`src/rtl/rotset_pkg.sv`:
```
package rotset_pkg;

  localparam int INSTR_W = 16;
  localparam int FLD_W   = 8;

  localparam logic [5:0] ROT_PREFIX  = 6'b010000;
  localparam logic [6:0] FILL_PREFIX = 7'b0110100;

  typedef enum logic [1:0] {
    PH_Q1 = 2'd0,
    PH_Q2 = 2'd1,
    PH_Q3 = 2'd2,
    PH_Q4 = 2'd3
  } phase_e;

  typedef enum logic [1:0] {
    OP_IDLE = 2'd0,
    OP_ROT  = 2'd1,
    OP_FILL = 2'd2,
    OP_BAD  = 2'd3
  } op_e;

  typedef struct packed {
    op_e  op;
    logic to_file;
  } dec_t;

endpackage

```
`src/rtl/rotset_rst_sync.sv`:
```
module rotset_rst_sync #(
  parameter int STAGES = 2
) (
  input  logic clk,
  input  logic rst_n,
  output logic rst_ok_n
);

  logic [STAGES-1:0] sync_q;
  logic [STAGES-1:0] sync_d;

  always_comb begin
    sync_d = {sync_q[STAGES-2:0], 1'b1};
  end

  always_ff @(posedge clk or negedge rst_n) begin
    if (!rst_n) begin
      sync_q <= '0;
    end else begin
      sync_q <= sync_d;
    end
  end

  assign rst_ok_n = sync_q[STAGES-1];

endmodule

```
`src/rtl/rotset_phase_seq.sv`:
```
module rotset_phase_seq
  import rotset_pkg::*;
(
  input  logic   clk,
  input  logic   rst_n,
  output phase_e phase_o
);

  phase_e ph_q;
  phase_e ph_d;

  always_comb begin
    unique case (ph_q)
      PH_Q1:   ph_d = PH_Q2;
      PH_Q2:   ph_d = PH_Q3;
      PH_Q3:   ph_d = PH_Q4;
      default: ph_d = PH_Q1;
    endcase
  end

  always_ff @(posedge clk or negedge rst_n) begin
    if (!rst_n) begin
      ph_q <= PH_Q1;
    end else begin
      ph_q <= ph_d;
    end
  end

  assign phase_o = ph_q;

endmodule

```
`src/rtl/rotset_decode.sv`:
```
module rotset_decode
  import rotset_pkg::*;
#(
  parameter int               BANK_W       = 4,
  parameter logic [FLD_W-1:0] ACCESS_SPLIT = 8'h80,
  localparam int              ADDR_W       = BANK_W + FLD_W
) (
  input  logic [INSTR_W-1:0] instr,
  input  logic [BANK_W-1:0]  bank,
  output dec_t               dec_o,
  output logic [ADDR_W-1:0]  addr_o
);

  logic [FLD_W-1:0]  fld;
  logic              banked;
  logic [BANK_W-1:0] window_bank;

  assign fld    = instr[FLD_W-1:0];
  assign banked = instr[FLD_W];

  always_comb begin
    dec_o.op      = OP_BAD;
    dec_o.to_file = 1'b0;
    if (instr[INSTR_W-1 -: 6] == ROT_PREFIX) begin
      dec_o.op      = OP_ROT;
      dec_o.to_file = instr[FLD_W+1];
    end else if (instr[INSTR_W-1 -: 7] == FILL_PREFIX) begin
      dec_o.op      = OP_FILL;
      dec_o.to_file = 1'b1;
    end
  end

  // Split window: low part of bank 0, high part of the top bank.
  always_comb begin
    if (fld >= ACCESS_SPLIT) begin
      window_bank = {BANK_W{1'b1}};
    end else begin
      window_bank = '0;
    end
  end

  always_comb begin
    if (banked) begin
      addr_o = {bank, fld};
    end else begin
      addr_o = {window_bank, fld};
    end
  end

endmodule

```
`src/rtl/rotset_alu.sv`:
```
module rotset_alu
  import rotset_pkg::*;
#(
  parameter int DATA_W = 8
) (
  input  op_e               op,
  input  logic [DATA_W-1:0] opnd,
  output logic [DATA_W-1:0] res,
  output logic              neg,
  output logic              zero
);

  logic [DATA_W-1:0] rot;

  genvar gi;
  generate
    for (gi = 0; gi < DATA_W - 1; gi++) begin : g_rot
      assign rot[gi] = opnd[gi+1];
    end
  endgenerate
  assign rot[DATA_W-1] = opnd[0];

  always_comb begin
    unique case (op)
      OP_ROT:  res = rot;
      OP_FILL: res = {DATA_W{1'b1}};
      default: res = '0;
    endcase
  end

  assign neg  = res[DATA_W-1];
  assign zero = (res == '0);

endmodule

```
`src/rtl/rotset_exec.sv`:
```
module rotset_exec
  import rotset_pkg::*;
#(
  parameter int               BANK_W       = 4,
  parameter int               DATA_W       = 8,
  parameter logic [FLD_W-1:0] ACCESS_SPLIT = 8'h80,
  parameter int               RST_STAGES   = 2,
  localparam int              ADDR_W       = BANK_W + FLD_W
) (
  input  logic               clk,
  input  logic               rst_n,
  input  logic [INSTR_W-1:0] instr,
  input  logic               bsr_load,
  input  logic [BANK_W-1:0]  bsr_value,
  output logic [ADDR_W-1:0]  rf_addr,
  input  logic [DATA_W-1:0]  rf_rdata,
  output logic [DATA_W-1:0]  rf_wdata,
  output logic               rf_we,
  output logic [1:0]         phase,
  output logic [DATA_W-1:0]  wreg,
  output logic               flag_n,
  output logic               flag_z,
  output logic               unsupported
);

  logic              rst_ok_n;
  phase_e            ph;

  dec_t              dec_new;
  logic [ADDR_W-1:0] addr_new;
  logic [DATA_W-1:0] alu_res;
  logic              alu_neg;
  logic              alu_zero;

  dec_t              ir_q,    ir_d;
  logic [ADDR_W-1:0] addr_q,  addr_d;
  logic [DATA_W-1:0] opnd_q,  opnd_d;
  logic [DATA_W-1:0] res_q,   res_d;
  logic              rn_q,    rn_d;
  logic              rz_q,    rz_d;
  logic [DATA_W-1:0] wreg_q,  wreg_d;
  logic              n_q,     n_d;
  logic              z_q,     z_d;
  logic [BANK_W-1:0] bank_q,  bank_d;

  logic              op_live;
  logic              en_dec;
  logic              en_opnd;
  logic              en_res;
  logic              goes_to_file;
  logic              en_wreg;
  logic              en_flags;

  rotset_rst_sync #(
    .STAGES (RST_STAGES)
  ) u_rst (
    .clk      (clk),
    .rst_n    (rst_n),
    .rst_ok_n (rst_ok_n)
  );

  rotset_phase_seq u_seq (
    .clk     (clk),
    .rst_n   (rst_ok_n),
    .phase_o (ph)
  );

  rotset_decode #(
    .BANK_W       (BANK_W),
    .ACCESS_SPLIT (ACCESS_SPLIT)
  ) u_dec (
    .instr  (instr),
    .bank   (bank_q),
    .dec_o  (dec_new),
    .addr_o (addr_new)
  );

  rotset_alu #(
    .DATA_W (DATA_W)
  ) u_alu (
    .op   (ir_q.op),
    .opnd (opnd_q),
    .res  (alu_res),
    .neg  (alu_neg),
    .zero (alu_zero)
  );

  // Clock enables, one per phase action.
  assign op_live      = (ir_q.op == OP_ROT) || (ir_q.op == OP_FILL);
  assign en_dec       = (ph == PH_Q1);
  assign en_opnd      = (ph == PH_Q2) && (ir_q.op == OP_ROT);
  assign en_res       = (ph == PH_Q3) && op_live;
  assign goes_to_file = ((ir_q.op == OP_ROT) && ir_q.to_file) || (ir_q.op == OP_FILL);
  assign en_wreg      = (ph == PH_Q4) && (ir_q.op == OP_ROT) && !ir_q.to_file;
  assign en_flags     = (ph == PH_Q4) && (ir_q.op == OP_ROT);

  always_comb begin
    ir_d   = ir_q;
    addr_d = addr_q;
    opnd_d = opnd_q;
    res_d  = res_q;
    rn_d   = rn_q;
    rz_d   = rz_q;
    wreg_d = wreg_q;
    n_d    = n_q;
    z_d    = z_q;
    bank_d = bank_q;
    if (en_dec) begin
      ir_d   = dec_new;
      addr_d = addr_new;
    end
    if (en_opnd) begin
      opnd_d = rf_rdata;
    end
    if (en_res) begin
      res_d = alu_res;
      rn_d  = alu_neg;
      rz_d  = alu_zero;
    end
    if (en_wreg) begin
      wreg_d = res_q;
    end
    if (en_flags) begin
      n_d = rn_q;
      z_d = rz_q;
    end
    if (bsr_load) begin
      bank_d = bsr_value;
    end
  end

  always_ff @(posedge clk or negedge rst_ok_n) begin
    if (!rst_ok_n) begin
      ir_q   <= '{op: OP_IDLE, to_file: 1'b0};
      addr_q <= '0;
      opnd_q <= '0;
      res_q  <= '0;
      rn_q   <= 1'b0;
      rz_q   <= 1'b0;
      wreg_q <= '0;
      n_q    <= 1'b0;
      z_q    <= 1'b0;
      bank_q <= '0;
    end else begin
      ir_q   <= ir_d;
      addr_q <= addr_d;
      opnd_q <= opnd_d;
      res_q  <= res_d;
      rn_q   <= rn_d;
      rz_q   <= rz_d;
      wreg_q <= wreg_d;
      n_q    <= n_d;
      z_q    <= z_d;
      bank_q <= bank_d;
    end
  end

  assign rf_addr     = ((ph != PH_Q1) && op_live) ? addr_q : '0;
  assign rf_we       = (ph == PH_Q4) && goes_to_file;
  assign rf_wdata    = rf_we ? res_q : '0;
  assign phase       = ph;
  assign wreg        = wreg_q;
  assign flag_n      = n_q;
  assign flag_z      = z_q;
  assign unsupported = (ph != PH_Q1) && (ir_q.op == OP_BAD);

endmodule


```
`config.mk`:
```
export PLATFORM = sky130hd
export DESIGN_NAME = rotset_exec
export DESIGN_NICKNAME = d
export VERILOG_FILES = /design/src/rtl/rotset_pkg.sv /design/src/rtl/rotset_rst_sync.sv /design/src/rtl/rotset_phase_seq.sv /design/src/rtl/rotset_decode.sv /design/src/rtl/rotset_alu.sv /design/src/rtl/rotset_exec.sv
export SDC_FILE = /design/constraint.sdc
export NUM_CORES = 1
export LEC_CHECK = 0
export BUFFER_PORTS_ARGS = -buffer_cell sky130_fd_sc_hd__buf_2
export CORE_UTILIZATION = 51
export DETAILED_ROUTE_END_ITERATION = 8
export PLACE_DENSITY = 0.77
export SYNTH_ARGS = -nofsm -noshare
export SYNTH_HDL_FRONTEND = slang
export SYNTH_SLANG_ARGS = --single-unit
export TNS_END_PERCENT = 1
```
`constraint.sdc`:
```
create_clock -name clk -period 2.24 [get_ports clk]
set_clock_uncertainty 0.1 [all_clocks]
set_input_delay 0.112 -clock clk [delete_from_list [all_inputs] [get_ports clk]]
set_output_delay 0.112 -clock clk [all_outputs]
set_load 0.03 [all_outputs]
```
# --- After elaboration in Yosys (flattened, before gate mapping) ---
# Index checks and enable logic that the tools add are counted.
word_totals:
  output_inout_bits: 34
  register_bits: 51
classes:
  order_cmp: 1
  reduce_logical: 14
  muxes: 8
  n_eq_ne: 8
ops:
  columns: ["op", "n"]
  rows:
  - ["$mux 12", 2]
  - ["$pmux 8 s2", 1]
  - ["$eq 2x2->1 const B", 4]
  - ["$ge 8x8->1 const B", 1]
  - ["$logic_and 1x1->1", 8]
  - ["$logic_not 8->1", 1]
  - ["$mux 8", 1]
  - ["$eq 7x6->1 const B", 1]
  - ["$eq 6x5->1 const B", 1]
  - ["$pmux 2 s3", 1]
  - ["$eq 2x1->1 const B", 2]
  - ["$mux 4", 1]
  - ["$mux 3", 1]
  - ["$logic_not 2->1", 1]
  - ["$logic_or 1x1->1", 2]
  - ["$mux 2", 1]
  - ["$reduce_bool 2->1", 1]
  - ["$logic_not 1->1", 1]

# --- Depth between registers and ports, before layout ---
# Gate-level depths: netlist of the first run.
depth:
  depth_word: 5
  depth_mapped: 7

# --- By module ---
# A second synthesis of the first run with hierarchy kept.
hier_totals:
  cells_unflattened: 196
  hier_area_um2: 2511.2
by_module_without_submodules:
  columns: ["mod", "instances", "area_per_inst_um2", "cells_each"]
  rows:
  - ["rotset_exec", 1, 2048.2, 134]
  - ["rotset_alu", 1, 163.9, 28]
  - ["rotset_decode", 1, 140.1, 23]
  - ["rotset_phase_seq", 1, 105.1, 8]
  - ["rotset_rst_sync", 1, 53.8, 3]

# --- Worst setup path after synthesis of the first run ---
# No wires, ideal clock.
synth_path:
  path_type: "register to output"
  from: "register ir_q[1] in the netlist's numbering"
  to: "output rf_wdata[0]"
  slack_ps: 381
  arrival_ps: 1647
  path_stages_with_launch: 8
  n_path_buf: 2
  cell_sequence: "dfrtp_1 inv_1 ha_1 buf_2 a21oi_1 nor2b_1 clkbuf_1 and2_1"
synth_via:
  elab_chain_cells: 5
  elab_cells_between_ends: 6
synth_rtl:
  columns: ["item", "line", "text"]
  rows:
  - ["start: declaration", "rotset_exec.sv:35", "dec_t ir_q, ir_d;"]
  - ["start signal: assignment", "rotset_exec.sv:134", "ir_q <= '{op: OP_IDLE, to_file: 1'b0};"]
  - ["start signal: assignment", "rotset_exec.sv:145", "ir_q <= ir_d;"]
  - ["$eq 2x1->1", "rotset_exec.sv:93", "assign goes_to_file = ((ir_q.op == OP_ROT) && ir_q.to_file) || (ir_q.op == OP_FILL);"]
  - ["$logic_and 1x1->1", "rotset_exec.sv:93", null]
  - ["$logic_or 1x1->1 *", "rotset_exec.sv:93", null]
  - ["$logic_and 1x1->1 *", "rotset_exec.sv:159", "assign rf_we = (ph == PH_Q4) && goes_to_file;"]
  - ["named net rf_we", "rotset_exec.sv:18", "output logic rf_we,"]
  - ["$mux 8 *", "rotset_exec.sv:160", "assign rf_wdata = rf_we ? res_q : '0;"]
  - ["end: declaration", "rotset_exec.sv:17", "output logic [DATA_W-1:0] rf_wdata,"]
# The timed path passes the listed nets; every way through them passes the cells marked *.

# --- Final worst setup path of the first run ---
layout_path:
  from: "register ir_q[1] in the netlist's numbering"
  to: "output rf_wdata[0]"
layout_via:
  elab_chain_cells: 5
  elab_cells_between_ends: 6
layout_rtl:
  columns: ["item", "line"]
  rows:
  - ["$eq 2x1->1", "rotset_exec.sv:93"]
  - ["$logic_and 1x1->1", "rotset_exec.sv:93"]
  - ["$logic_or 1x1->1 *", "rotset_exec.sv:93"]
  - ["$logic_and 1x1->1 *", "rotset_exec.sv:159"]
  - ["$mux 8 *", "rotset_exec.sv:160"]
# Every way passes the cells marked *; elsewhere a longest branch is shown, timed or not.

==> results of run 1 <==
==> power by group <==
group,leakage (nW),switching (mW),total (mW),internal [mW]
Combinational,0.794,0.0518,0.136,0.0846
Sequential,0.624,0.0349,0.984,0.949
Clock,0.0514,0.291,0.624,0.333
==> layout by cell type (no fill, tap or decap), drive strengths merged <==
cell / count
buf: 70
dfrtp: 50
mux2: 31
dlygate4sd3: 23
and2: 20
a21oi: 18
o21ai: 10
nand2: 9
ha: 7
clkbuf: 6
inv: 5
nor2: 5
nor2b: 3
or2: 2
nand2b: 1
a211oi: 1
or4b: 1
nand3b: 1
o31ai: 1
or3b: 1
or4: 1
o41ai: 1
a22o: 1
bufinv: 1
clkinvlp: 1
conb: 1
==> routing by layer <==
metal  vias to the layer above  global-route usage [%]  part of all wire [%]
met4                         0                    7.45                   1.6
met5                         -                       0                     0
met2                        37                    39.4                    54
met1                       787                    23.9                    41
li1                        789                       -                     -
met3                         8                    6.08                   2.9
==> flip-flops by register name, indices dropped and copies added (netlist names) <==
register and cells:
flag_z 1, flag_n 1, u_seq.phase_o 2, rz_q 1
res_q 8, wreg 8, addr_q 12, bank_q 4
ir_q 3, opnd_q 8, u_rst.sync_q 2
==> logic make-up (layout without fill, tap and decap cells) <==
logic type / after synthesis / after routing / share of synthesized area (%)
flops: 50 / 50 / 57.2
simple gates: 44 / 44 / 11.6
fa+ha+maj: 7 / 7 / 4.01
buf+inv: 15 / 106 / 2.80
compound gates: 32 / 32 / 8.24
other cells: 1 / 1 / 0.172
mux: 31 / 31 / 16.0
==> worst paths after layout <==
kind	startpoint	endpoint
worst min-delay path	rst_n	u_rst.sync_q[1]
worst max-delay path	ir_q[1]	rf_wdata[0]
min in group clk	bsr_load	bank_q[3]
worst min register to register	u_rst.sync_q[1]	wreg[0]
max in group asynchronous	u_rst.sync_q[1]	ir_q[0]
worst max register to register	u_seq.phase_o[0]	ir_q[2]
==> through the flow <==
step / setup TNS [ns] / utilization, %
2_1_floorplan: 0 / -
3_3_place_gp: 0 / 63.4
3_5_place_dp: 0 / 63.4
4_1_cts: 0 / 71.8
5_1_grt: -0.0302 / 71.9
6_report: 0 / 71.9
==> what timing repair did <==
| action | 4_1_cts | 5_1_grt |
|---|---|---|
| setup endpoints to repair | 0 | 15 |
| hold buffers | 23 | 0 |
| endpoints found under the hold margin | 23 | 0 |
| resized for setup | 0 | 2 |
| setup buffers | 0 | 0 |
==> area by class of cell <==
class	count	area (sq um)	share of cell area (%)
Clock inverter	2	37.5	1.29
Clock buffer	6	72.6	2.49
Timing Repair Buffer	93	596	20.4
Inverter	5	18.8	0.643
Multi-Input combinational cell	115	878	30.1
Tap cell	50	62.6	2.14
Sequential cell	50	1250	42.9
==> impl_metrics.json, run 1 <==
{
  "outcome": "finished clean",
  "dieArea_sq_um": 4550,
  "slowest_stage": "dfrtp_1",
  "layout-drive-gt1-share_pct": 42.4,
  "clk_pin_slew_ns": 0.09,
  "synth-async-reset-ratio_pct": 100,
  "dp_hpwl_um": 2890,
  "die_y_um": 67.5,
  "port-buffer-count": 64,
  "root_buffer": "clkbuf_8",
  "leakage_nw": 1.47,
  "synth.avg_cell_area_sq_um": 12.1,
  "crit_required_ns": 2.03,
  "synthFlopType": "dfrtp_1",
  "yosysTopAreaCell": "dfrtp_1",
  "cts.sinks": 50,
  "firstDrtPassIters": 4,
  "grt_use_total_pct": 21.7,
  "crit_chain": "inv_1, ha_1, a21oi_1, nor2b_2, and2_1, buf_2",
  "min_period_over_period_pct": 92.4,
  "io_pins": 65,
  "yosysSeqAreaShare_pct": 57.2,
  "criticalPathCategory": "reg -> out",
  "yosysMostFrequentCell": "dfrtp_1",
  "syn_nets": 218,
  "place_ws_ns": 0.375,
  "dr.first_iter.drc_count": 43,
  "antenna_found_initial": 0,
  "ff2ff_path_depth": 6,
  "fillers": 280,
  "cts_buffer_depth": 2,
  "fin_nets": 308,
  "endpoint_kind": "output pin",
  "coreArea_sq_um": 4060,
  "grt_first_pass_wirelength_um": 7090,
  "netlist_area_sq_um": 2190,
  "routed_wl_um": 4380,
  "worstPathArrival_ns": 1.86,
  "rows": 23,
  "h-tree-depth": 2,
  "synth_seq_cells": 50,
  "viasPerCell": 5.05,
  "gr-total-overflow": 0,
  "synth_top_area_share_pct": 57.2,
  "maxCapViolCount": 0,
  "crit_buf_inv": 2,
  "initial_utilization_pct": 53.9,
  "diodes": 0,
  "critical_path_depth": 6,
  "yosys_warnings": 0,
  "r2r_slack_ns": 0.31,
  "final_max_slew_viol_count": 0,
  "synth_cell_types": 24,
  "dp.cells": 290,
  "critical_path.max_stage_delay_ns": 0.41,
  "netlist_instances": 180,
  "finalNonFillerCells": 321,
  "clk_latency_ns": 0.30,
  "synthTopCellsByCount": "dfrtp_1 (50), mux2_2 (31), and2_1 (20), a21oi_1 (18), o21ai_0 (10)",
  "vdd_drop_max_mv": 0.470,
  "gp_routability_congestion": 0.697,
  "antenna_left": 0,
  "drc": 0,
  "numCtsBuffers": 5,
  "hold_viol": 0,
  "hold_slack_ns": 0.0105,
  "grt_max_degree": 24,
  "synth_edf_count": 0,
  "postPlaceCellArea_sq_um": 2570,
  "cts_tree": "done",
  "power_density_nw_per_um2": 598,
  "fmax_mhz": 483,
  "cpLargestDelayFamily": "simple AND/OR/NAND/NOR gates",
  "routedWlPerCell_um": 13.6,
  "worst_slack_ns": 0.171,
  "power.total_mw": 1.74,
  "area_delta_synth_final_pct": 33.5,
  "via_count": 1621,
  "finalSetupViolCount": 0,
  "fin_crit_ns": 2.07,
  "hold_path_class": "in -> async",
  "path_max_fanout": 9,
  "critPathLaunchType": "flip-flop",
  "grt_pass1_vias": 1627,
  "fp.dieW_um": 67.5,
  "fin_area_sq_um": 2920,
  "synth_area_leaders": "dfrtp_1 (57%), mux2_2 (16%), and2_1 (5.7%), a21oi_1 (4.1%), ha_1 (4.0%)"
}
(Power assumes the default switching activity.)
==> run 2, diff against run 1 <==
--- a/config.mk
+++ b/config.mk
@@ -6,8 +6,10 @@
 export NUM_CORES = 1
 export LEC_CHECK = 0
 export BUFFER_PORTS_ARGS = -buffer_cell sky130_fd_sc_hd__buf_2
+export CORE_MARGIN = 3
 export CORE_UTILIZATION = 51
 export DETAILED_ROUTE_END_ITERATION = 8
+export GPL_TIMING_DRIVEN = 0
 export PLACE_DENSITY = 0.77
 export SYNTH_ARGS = -nofsm -noshare
 export SYNTH_HDL_FRONTEND = slang
==> constraint.sdc (replaced) <==
create_clock -name clk -period 2.24 [get_ports clk]
set_clock_uncertainty 0.1 [all_clocks]
set_input_delay 0.224 -clock clk [delete_from_list [all_inputs] [get_ports clk]]
set_output_delay 0.224 -clock clk [all_outputs]
set_load 0.03 [all_outputs]
==> run 2 against run 1 <==
  * Sequential share of layout area is 3.5 points higher
  * Combinational power is 24% lower
  * Cell count decreased by 5.3%
  * Total power down 9.9%
==> impl_metrics.json, run 2 (synthesis results as in run 1) <==
{
  "place_ws_ns": 0.245,
  "grt_use_total_pct": 17.3,
  "critPathLaunchType": "flip-flop",
  "vdd_drop_max_mv": 0.428,
  "gp_routability_congestion": 0.753,
  "viasPerCell": 5.06,
  "die_y_um": 71.5,
  "power_density_nw_per_um2": 583,
  "r2r_slack_ns": 0.38,
  "final_common_cell": "buf_2",
  "worst_slack_ns": 0.136,
  "slowest_stage": "dfrtp_1",
  "hold_slack_ns": 0.0483,
  "root_buffer": "clkbuf_8",
  "endpoint_kind": "output pin",
  "final_max_slew_viol_count": 0,
  "crit_chain": "inv_1, ha_1, buf_4, a21oi_1, nor2b_1, buf_4, and2_1, buf_2",
  "firstDrtPassIters": 4,
  "r2r_start": "ir_q[1]",
  "antenna_left": 0,
  "dieArea_sq_um": 5110,
  "fin_crit_ns": 2.10,
  "hp-start": "rf_rdata[3]",
  "clk_pin_slew_ns": 0.08,
  "slew_headroom_pct": 65.8,
  "gr-total-overflow": 0,
  "leakage_nw": 1.38,
  "worstMarginPinSlew_ns": 0.512,
  "layout_common_cells": "buf_2 (66), dfrtp_1 (49), mux2_2 (31)",
  "grt_pass1_vias": 1517,
  "cpLargestDelayFamily": "buffers and inverters",
  "numCtsBuffers": 5,
  "setup_tns_ns": 0,
  "hold_path_class": "in -> reg",
  "whs_path_depth": 2,
  "crit_required_ns": 1.92,
  "layout-drive-gt1-share_pct": 44.9,
  "final_util_pct": 66.5,
  "hold_end": "opnd_q[3]",
  "dp.cells": 295,
  "cpMostUsedCell": "buf_4",
  "fp.dieW_um": 71.5,
  "largest_register_ffs": 12,
  "routed_wl_um": 3970,
  "drc": 0,
  "fin_area_sq_um": 2700,
  "fillers": 324,
  "critical_path.max_stage_delay_ns": 0.41,
  "antenna_found_initial": 0,
  "coreArea_sq_um": 4060,
  "dp_hpwl_um": 2970,
  "postPlaceCellArea_sq_um": 2590,
  "via_count": 1537,
  "area_delta_synth_final_pct": 23.5,
  "crit_buf_inv": 4,
  "diodes": 0,
  "routedWlPerCell_um": 13.1,
  "fmax_mhz": 475,
  "top_register": "addr_q",
  "criticalPathCategory": "reg -> out",
  "power.total_mw": 1.57,
  "clk_latency_ns": 0.30,
  "min_period_over_period_pct": 93.9,
  "worstPathArrival_ns": 1.78,
  "outcome": "finished clean",
  "cts_tree": "done",
  "port-buffer-count": 64,
  "grt_max_degree": 27,
  "maxCapViolCount": 0,
  "io_pins": 65,
  "path_max_fanout": 9,
  "finalSetupViolCount": 0,
  "fin_nets": 291,
  "r2r-end": "res_q[7]",
  "ff2ff_path_depth": 7,
  "hold_viol": 0,
  "finalNonFillerCells": 304,
  "h-tree-depth": 2,
  "rows": 23,
  "grt_first_pass_wirelength_um": 6910,
  "cts.sinks": 50,
  "dr.first_iter.drc_count": 85,
  "cts_buffer_depth": 2,
  "initial_utilization_pct": 53.9
}
run 2: cell types whose count changed in the layout (fill, tap and decap cells not counted), sizes merged:
cell,previous run,this run
clkbuf,6,13
clkinvlp,1,0
bufinv,1,0
dlygate4sd3,23,1
run 2: timing repair:
action / CTS / global route
setup buffers: 0 / 1
hold endpoints to repair: 2 / 0
endpoints found under the setup margin: 18 / 18
resized for setup: 2 / 9
pin swaps: 0 / 1
hold buffers: 1 / 0
run 2: cell type report:
type / instances / area, sq um / area share (%)
plain buffers: 9 / 48.8 / 1.81
well taps: 50 / 62.6 / 2.32
inverters: 5 / 18.8 / 0.695
repair buffers: 67 / 360 / 13.4
multi-input cells: 115 / 876 / 32.5
flip-flops and latches: 50 / 1250 / 46.4
clock buffers: 8 / 80.1 / 2.97
run 2: metal layers:
layer / up-vias / global-route usage (%) / wire, um / part of all wire, %
met4: 0 / 6.26 / 69 / 1.7
met3: 7 / 4.63 / 243 / 6.1
met5: - / 0 / 0 / 0
met2: 39 / 29.2 / 1960 / 49
li1: 758 / - / - / -
met1: 733 / 21.3 / 1700 / 43
run 2: how the worst max path moves through the flow:
stage	from	to	depth (start not counted)
floorplan	ir_q[1]	rf_wdata[0]	7
global placement	u_rst.sync_q[1]	wreg[7]	0
detailed placement	u_seq.phase_o[0]	rf_addr[5]	7
CTS	u_seq.phase_o[0]	rf_addr[8]	7
global route	u_seq.phase_o[0]	rf_addr[8]	6
finish	ir_q[1]	rf_wdata[1]	8
run 2: where the power goes:
| part | switching [mW] | total, mW | internal [mW] |
|---|---|---|---|
| clock | 0.264 | 0.486 | 0.222 |
| sequential | 0.0355 | 0.984 | 0.949 |
| combinational | 0.0412 | 0.103 | 0.0615 |
